===== src/rtl/tcm_wait_pkg.sv =====
package tcm_wait_pkg;

  typedef enum logic {
    PH_IDLE   = 1'b0,
    PH_SECOND = 1'b1
  } tcm_phase_e;

  typedef struct packed {
    logic rd_slow;
    logic wr_slow;
  } tcm_mode_t;

  function automatic logic pick_slow(input tcm_mode_t m, input logic is_write);
    return is_write ? m.wr_slow : m.rd_slow;
  endfunction

endpackage


===== src/rtl/tcm_rst_sync.sv =====
module tcm_rst_sync #(
  parameter int STAGES = 2
) (
  input  logic clk,
  input  logic rst_n,
  output logic rst_n_sync
);
  logic [STAGES-1:0] chain_q;
  logic [STAGES-1:0] chain_d;

  always_comb begin
    chain_d = {chain_q[STAGES-2:0], 1'b1};
  end

  always_ff @(posedge clk or negedge rst_n) begin
    if (!rst_n) chain_q <= '0;
    else        chain_q <= chain_d;
  end

  assign rst_n_sync = chain_q[STAGES-1];
endmodule


===== src/rtl/tcm_phase_fsm.sv =====
module tcm_phase_fsm
  import tcm_wait_pkg::*;
(
  input  logic clk,
  input  logic rst_n,
  input  logic cfg_rd_wait,
  input  logic cfg_wr_wait,
  input  logic cpu_req,
  input  logic cpu_we,
  output logic issue,
  output logic ready,
  output logic start_slow,
  output logic busy,
  output logic held_we,
  output logic slow_rd_done
);
  tcm_phase_e phase_q, phase_d;
  tcm_mode_t  mode_q, mode_d;
  logic       held_we_q, held_we_d;
  logic       slow_sel;

  // mode registers: reset to one-cycle timing, loaded every cycle
  always_comb begin
    mode_d.rd_slow = cfg_rd_wait;
    mode_d.wr_slow = cfg_wr_wait;
  end

  always_comb begin
    slow_sel   = pick_slow(mode_q, cpu_we);
    issue      = 1'b0;
    ready      = 1'b0;
    start_slow = 1'b0;
    phase_d    = phase_q;
    unique case (phase_q)
      PH_IDLE: begin
        issue      = cpu_req;
        ready      = cpu_req & ~slow_sel;
        start_slow = cpu_req & slow_sel;
        if (start_slow) phase_d = PH_SECOND;
      end
      PH_SECOND: begin
        ready   = 1'b1;
        phase_d = PH_IDLE;
      end
      default: phase_d = PH_IDLE;
    endcase
  end

  always_comb begin
    held_we_d = start_slow ? cpu_we : held_we_q;
  end

  always_ff @(posedge clk or negedge rst_n) begin
    if (!rst_n) begin
      phase_q   <= PH_IDLE;
      mode_q    <= '0;
      held_we_q <= 1'b0;
    end else begin
      phase_q   <= phase_d;
      mode_q    <= mode_d;
      held_we_q <= held_we_d;
    end
  end

  assign busy         = (phase_q == PH_SECOND);
  assign held_we      = held_we_q;
  assign slow_rd_done = busy & ~held_we_q;

  // the second phase never lasts longer than one cycle
  a_r3_second_is_single: assert property (@(posedge clk) disable iff (!rst_n)
    (phase_q == PH_SECOND) |=> (phase_q == PH_IDLE));

  // the direction of an access in flight is frozen
  a_r7_dir_frozen: assert property (@(posedge clk) disable iff (!rst_n)
    start_slow |=> (held_we_q == $past(cpu_we)));
endmodule


===== src/rtl/tcm_req_hold.sv =====
module tcm_req_hold #(
  parameter int AW = 12,
  parameter int DW = 32
) (
  input  logic          clk,
  input  logic          rst_n,
  input  logic          capture,
  input  logic          busy,
  input  logic          held_we,
  input  logic          cpu_req,
  input  logic          cpu_we,
  input  logic [AW-1:0] cpu_addr,
  input  logic [DW-1:0] cpu_wdata,
  output logic          mem_we,
  output logic [AW-1:0] mem_addr,
  output logic [DW-1:0] mem_wdata
);
  logic [AW-1:0] addr_q, addr_d;
  logic [DW-1:0] data_q, data_d;

  always_comb begin
    addr_d = capture ? cpu_addr  : addr_q;
    data_d = capture ? cpu_wdata : data_q;
  end

  always_ff @(posedge clk or negedge rst_n) begin
    if (!rst_n) begin
      addr_q <= '0;
      data_q <= '0;
    end else begin
      addr_q <= addr_d;
      data_q <= data_d;
    end
  end

  always_comb begin
    if (busy) begin
      mem_we    = held_we;
      mem_addr  = addr_q;
      mem_wdata = data_q;
    end else begin
      mem_we    = cpu_req & cpu_we;
      mem_addr  = cpu_addr;
      mem_wdata = cpu_wdata;
    end
  end

  // the macro sees the same access in both cycles of a two-cycle access
  a_r4_hold_stable: assert property (@(posedge clk) disable iff (!rst_n)
    capture |=> ($stable(mem_addr) && $stable(mem_wdata) && $stable(mem_we)));
endmodule


===== src/rtl/tcm_rdata_stage.sv =====
module tcm_rdata_stage #(
  parameter int DW = 32
) (
  input  logic          clk,
  input  logic          rst_n,
  input  logic          ready,
  input  logic          slow_rd_done,
  input  logic [DW-1:0] mem_rdata,
  output logic [DW-1:0] cpu_rdata
);
  logic [DW-1:0] rdata_q, rdata_d;
  logic          sel_q, sel_d;

  always_comb begin
    rdata_d = slow_rd_done ? mem_rdata : rdata_q;
    sel_d   = ready ? slow_rd_done : sel_q;
  end

  always_ff @(posedge clk or negedge rst_n) begin
    if (!rst_n) begin
      rdata_q <= '0;
      sel_q   <= 1'b0;
    end else begin
      rdata_q <= rdata_d;
      sel_q   <= sel_d;
    end
  end

  assign cpu_rdata = sel_q ? rdata_q : mem_rdata;

  // captured read data stays put until another access completes
  a_r6_capture_held: assert property (@(posedge clk) disable iff (!rst_n)
    (sel_q && !ready) |=> ($stable(sel_q) && $stable(cpu_rdata)));
endmodule


===== src/rtl/tcm_wait_ctrl.sv =====
module tcm_wait_ctrl #(
  parameter int AW         = 12,
  parameter int DW         = 32,
  parameter int RST_STAGES = 2
) (
  input  logic          clk,
  input  logic          rst_n,
  input  logic          cfg_rd_wait,
  input  logic          cfg_wr_wait,
  input  logic          cfg_force_clk,
  input  logic          cpu_req,
  input  logic          cpu_we,
  input  logic [AW-1:0] cpu_addr,
  input  logic [DW-1:0] cpu_wdata,
  output logic          cpu_ready,
  output logic [DW-1:0] cpu_rdata,
  output logic          mem_ce,
  output logic          mem_we,
  output logic [AW-1:0] mem_addr,
  output logic [DW-1:0] mem_wdata,
  input  logic [DW-1:0] mem_rdata,
  output logic          mem_clk_en
);
  logic rst_i;
  logic issue, start_slow, busy, held_we, slow_rd_done;

  tcm_rst_sync #(.STAGES(RST_STAGES)) u_rst (
    .clk(clk), .rst_n(rst_n), .rst_n_sync(rst_i)
  );

  tcm_phase_fsm u_fsm (
    .clk(clk), .rst_n(rst_i),
    .cfg_rd_wait(cfg_rd_wait), .cfg_wr_wait(cfg_wr_wait),
    .cpu_req(cpu_req), .cpu_we(cpu_we),
    .issue(issue), .ready(cpu_ready), .start_slow(start_slow),
    .busy(busy), .held_we(held_we), .slow_rd_done(slow_rd_done)
  );

  tcm_req_hold #(.AW(AW), .DW(DW)) u_hold (
    .clk(clk), .rst_n(rst_i),
    .capture(start_slow), .busy(busy), .held_we(held_we),
    .cpu_req(cpu_req), .cpu_we(cpu_we),
    .cpu_addr(cpu_addr), .cpu_wdata(cpu_wdata),
    .mem_we(mem_we), .mem_addr(mem_addr), .mem_wdata(mem_wdata)
  );

  tcm_rdata_stage #(.DW(DW)) u_rdata (
    .clk(clk), .rst_n(rst_i),
    .ready(cpu_ready), .slow_rd_done(slow_rd_done),
    .mem_rdata(mem_rdata), .cpu_rdata(cpu_rdata)
  );

  assign mem_ce = issue;

  always_comb begin
    mem_clk_en = cfg_force_clk | cpu_req | busy;
  end

  // a request meeting one-cycle timing completes in its own cycle
  a_r1_fast_same_cycle: assert property (@(posedge clk) disable iff (!rst_i)
    (cpu_req && !busy && !(cpu_we ? $past(cfg_wr_wait) : $past(cfg_rd_wait)))
      |-> (cpu_ready && mem_ce));

  // an enable without ready is followed by ready without enable
  a_r3_wait_two_cycles: assert property (@(posedge clk) disable iff (!rst_i)
    (mem_ce && !cpu_ready) |=> (cpu_ready && !mem_ce));

  // clock-gate enable covers forced operation and every request
  a_r8_force_on: assert property (@(posedge clk) disable iff (!rst_i)
    cfg_force_clk |-> mem_clk_en);
  a_r8_req_on: assert property (@(posedge clk) disable iff (!rst_i)
    cpu_req |-> mem_clk_en);
endmodule


===== config.mk =====
export PLATFORM = sky130hd
export DESIGN_NAME = tcm_wait_ctrl
export DESIGN_NICKNAME = d
export VERILOG_FILES = /design/src/rtl/tcm_wait_pkg.sv /design/src/rtl/tcm_rst_sync.sv /design/src/rtl/tcm_phase_fsm.sv /design/src/rtl/tcm_req_hold.sv /design/src/rtl/tcm_rdata_stage.sv /design/src/rtl/tcm_wait_ctrl.sv
export SDC_FILE = /design/constraint.sdc
export NUM_CORES = 1
export LEC_CHECK = 0
export BUFFER_PORTS_ARGS = -buffer_cell sky130_fd_sc_hd__buf_2
export CAP_MARGIN = 20
export CORE_MARGIN = 2
export CORE_UTILIZATION = 45
export CTS_CLUSTER_DIAMETER = 120
export CTS_CLUSTER_SIZE = 30
export DETAILED_ROUTE_END_ITERATION = 6
export PLACE_DENSITY = 0.81
export SETUP_SLACK_MARGIN = 0.15
export SLEW_MARGIN = 15
export SYNTH_ARGS = -nofsm -noshare
export SYNTH_HDL_FRONTEND = slang
export SYNTH_SLANG_ARGS = --single-unit

===== constraint.sdc =====
create_clock -name clk -period 3.2 [get_ports clk]
set_input_delay 0.16 -clock clk [delete_from_list [all_inputs] [get_ports clk]]
set_output_delay 0.16 -clock clk [all_outputs]
set_load 0.02 [all_outputs]

==> flow_summary.yaml <==
detailed_routing:
  vias: 2738
  via_per_inst: 4.99
  drtIter0Drc: 52
  ant_nets: 0
  dr.pass1.iters: 4
  wirelength_microns: 8530
  routedWlPerCell_microns: 15.5
  drc: 0
yosys:
  syn_area_per_cell_sq_um: 15.6
  synth.top_cells.by_count: "mux2_2 (113), dfrtp_1 (83), mux2_4 (39)"
  synthTopCellsByArea: "dfrtp_1 (49%), mux2_2 (30%), mux2_4 (14%)"
  synthArstFlopShare_pct: 100
  yosysWarnings: 0
  synth_seq_cells: 83
  ys_types: 20
  yosysTopAreaCell: "dfrtp_1"
  yosysMostFrequentCell: "mux2_2"
  synth_edf_count: 0
  synthesis.nets: 353
  synth_area_sq_um: 4210
  synth_flop_cell: "dfrtp_1"
  synthCells: 270
  seq_area_frac_synth_pct: 49.4
  yosysTopAreaCellShare_pct: 49.4
placed_design:
  port-buffer-count: 162
  pre_cts_ws_ps: 1200
  dp_hpwl_microns: 6050
  gp_congestion: 0.722
floorplanning:
  start_util_pct: 46.0
  die-width_microns: 101
  rows: 35
  die_h_microns: 101
  design.core.area_sq_um: 9150
  die-area_sq_um: 10100
  ios: 163
power:
  peakVddDrop_mv: 0.220
  power.density_nw_per_um2: 598
  p_leak_nw: 2.52
clock_network:
  root_buffer: "clkbuf_8"
  cts_tree: "done"
  postCtsSetupRepairBufs: 0
  htreeDepth: 3
  clock_sinks: 83
  cts_buffers: 9
  ctsResizeCount: 0
  clk_latency_ps: 340
  ctsHoldBuffers: 3
  clock_path_buffers: 2
  path_clk_slew_ps: 80
sta:
  period_needed_ps: 2260
  rsz0062_at_grt: "false"
  hold_viol: 0
  slew_headroom_pct: 55.0
  fin_skew_ps: 10.3
  setup_tns_ps: 0
  tightest_slew_ps: 674
  max_freq_mhz: 442
  setup_violations: 0
  setup_slack_ps: 935
  fin_crit_sh_pct: 70.8
  slew_violations: 0
global_routing:
  globalRouteOverflowTotal: 0
  grt_pass1_wl_microns: 13600
  grt_pass1_vias: 2802
  grt_start_max_net_pins: 82
  antenna_found_initial: 0
  grt_usage_pct: 17.2
finish:
  multi_input_area_sq_um: 1960
  antenna_cells: 0
  final_nets: 516
  syn_to_final_growth_pct: 25.6
  drive_gt1_share_pct: 77.9
  ff_latch_area_sq_um: 2080
  fill_cells: 771
setup_path:
  cp.required_ps: 3040
  reg2reg_slack_ps: 1200
  start_kind: "register"
  crit_type: "register to output port"
  slowest_delay_ps: 810
  crit_chain: "buf_4 -> mux2_2 -> buf_2"
  slowest_stage: "dfrtp_2"
  arrival_ps: 2100
  critPathCaptureType: "output port"
  crit_path_max_fanout: 32
min_path:
  hp-class: "input pin to register"
job:
  drv_cap: 0
outcome:
  outcome: "finished clean"
==> state kept, by name, summed over array words and instances (netlist names) <==
name	count
u_hold.data_q	32
u_rdata.rdata_q	32
u_hold.addr_q	12
u_fsm.mode_q	2
u_rst.chain_q	2
u_fsm.busy	1
u_fsm.held_we	1
u_rdata.sel_q	1
==> final cells by class <==
| cell class | instances | area share, % |
|---|---|---|
| Multi-Input combinational cell | 167 | 37.2 |
| Sequential cell | 83 | 39.4 |
| Clock inverter | 4 | 0.947 |
| Timing Repair Buffer | 171 | 17.0 |
| Tap cell | 111 | 2.63 |
| Clock buffer | 12 | 2.75 |
| Inverter | 1 | 0.0711 |
==> cell usage in the layout, fill, tap and decap left out <==
cell / n
a21o_2: 1
a21oi_1: 2
buf_12: 1
buf_2: 162
buf_4: 5
bufinv_16: 1
clkbuf_1: 2
clkbuf_8: 10
clkinv_2: 1
clkinvlp_4: 2
conb_1: 1
dfrtp_1: 81
dfrtp_2: 1
dfrtp_4: 1
dlygate4sd3_1: 3
inv_1: 1
mux2_2: 113
mux2_4: 39
mux2i_2: 1
nand2_1: 2
nand2b_1: 1
nand3b_1: 1
nor2_1: 1
nor2b_4: 2
o21ai_0: 2
or3_2: 1
==> worst max-delay path: cells and delay by family, from the launching register on <==
kind	cells	cell delay [ps]
mux	1	380
flops	1	810
buf+inv	2	560
==> layer usage <==
| metal | vias up | GRT usage, % | wire, microns |
|---|---|---|---|
| met3 | 4 | 4.99 | 638 |
| met1 | 1328 | 22.5 | 3820 |
| li1 | 1293 | - | - |
| met5 | - | 0 | 0 |
| met4 | 0 | 5.90 | 53 |
| met2 | 113 | 27.3 | 4010 |
==> cells by family after synthesis <==
logic type      Yosys count  share of synthesized area [%]
compound gates            5                          0.684
buf+inv                  20                           4.05
flops                    83                           49.4
mux                     153                           44.5
other cells               1                         0.0891
simple gates              8                           1.31
==> through the flow <==
step,instance area [sq um],hold WS [ps],instances,utilization [%],power (mW)
CTS,5260,31.0,548,57.5,3.19
finish,5280,48.7,549,57.7,3.16
global route,5280,26.1,549,57.7,3.33
global placement,5040,-53.9,529,55.0,2.39
detailed placement,5040,-52.0,529,55.0,2.43
floorplan,4210,-136,270,-,2.15
==> worst paths after layout <==
check                                  from                  end  cells after the start
max                              u_fsm.busy         mem_wdata[8]                      3
min                           cpu_wdata[26]    u_hold.data_q[26]                      2
min reg2reg                u_rst.chain_q[1]  u_rdata.rdata_q[14]                      0
max in group asynchronous  u_rst.chain_q[1]  u_rdata.rdata_q[21]                      1
max reg2reg                      u_fsm.busy    u_hold.data_q[31]                      4
min in group asynchronous             rst_n     u_rst.chain_q[1]                      2
==> power breakdown <==
part           internal (mW)  switching (mW)
Combinational          0.539           0.450
Clock                  0.382           0.367
Sequential              1.28           0.138
Total                   2.20           0.956
Power figures use the tool's default switching activity.
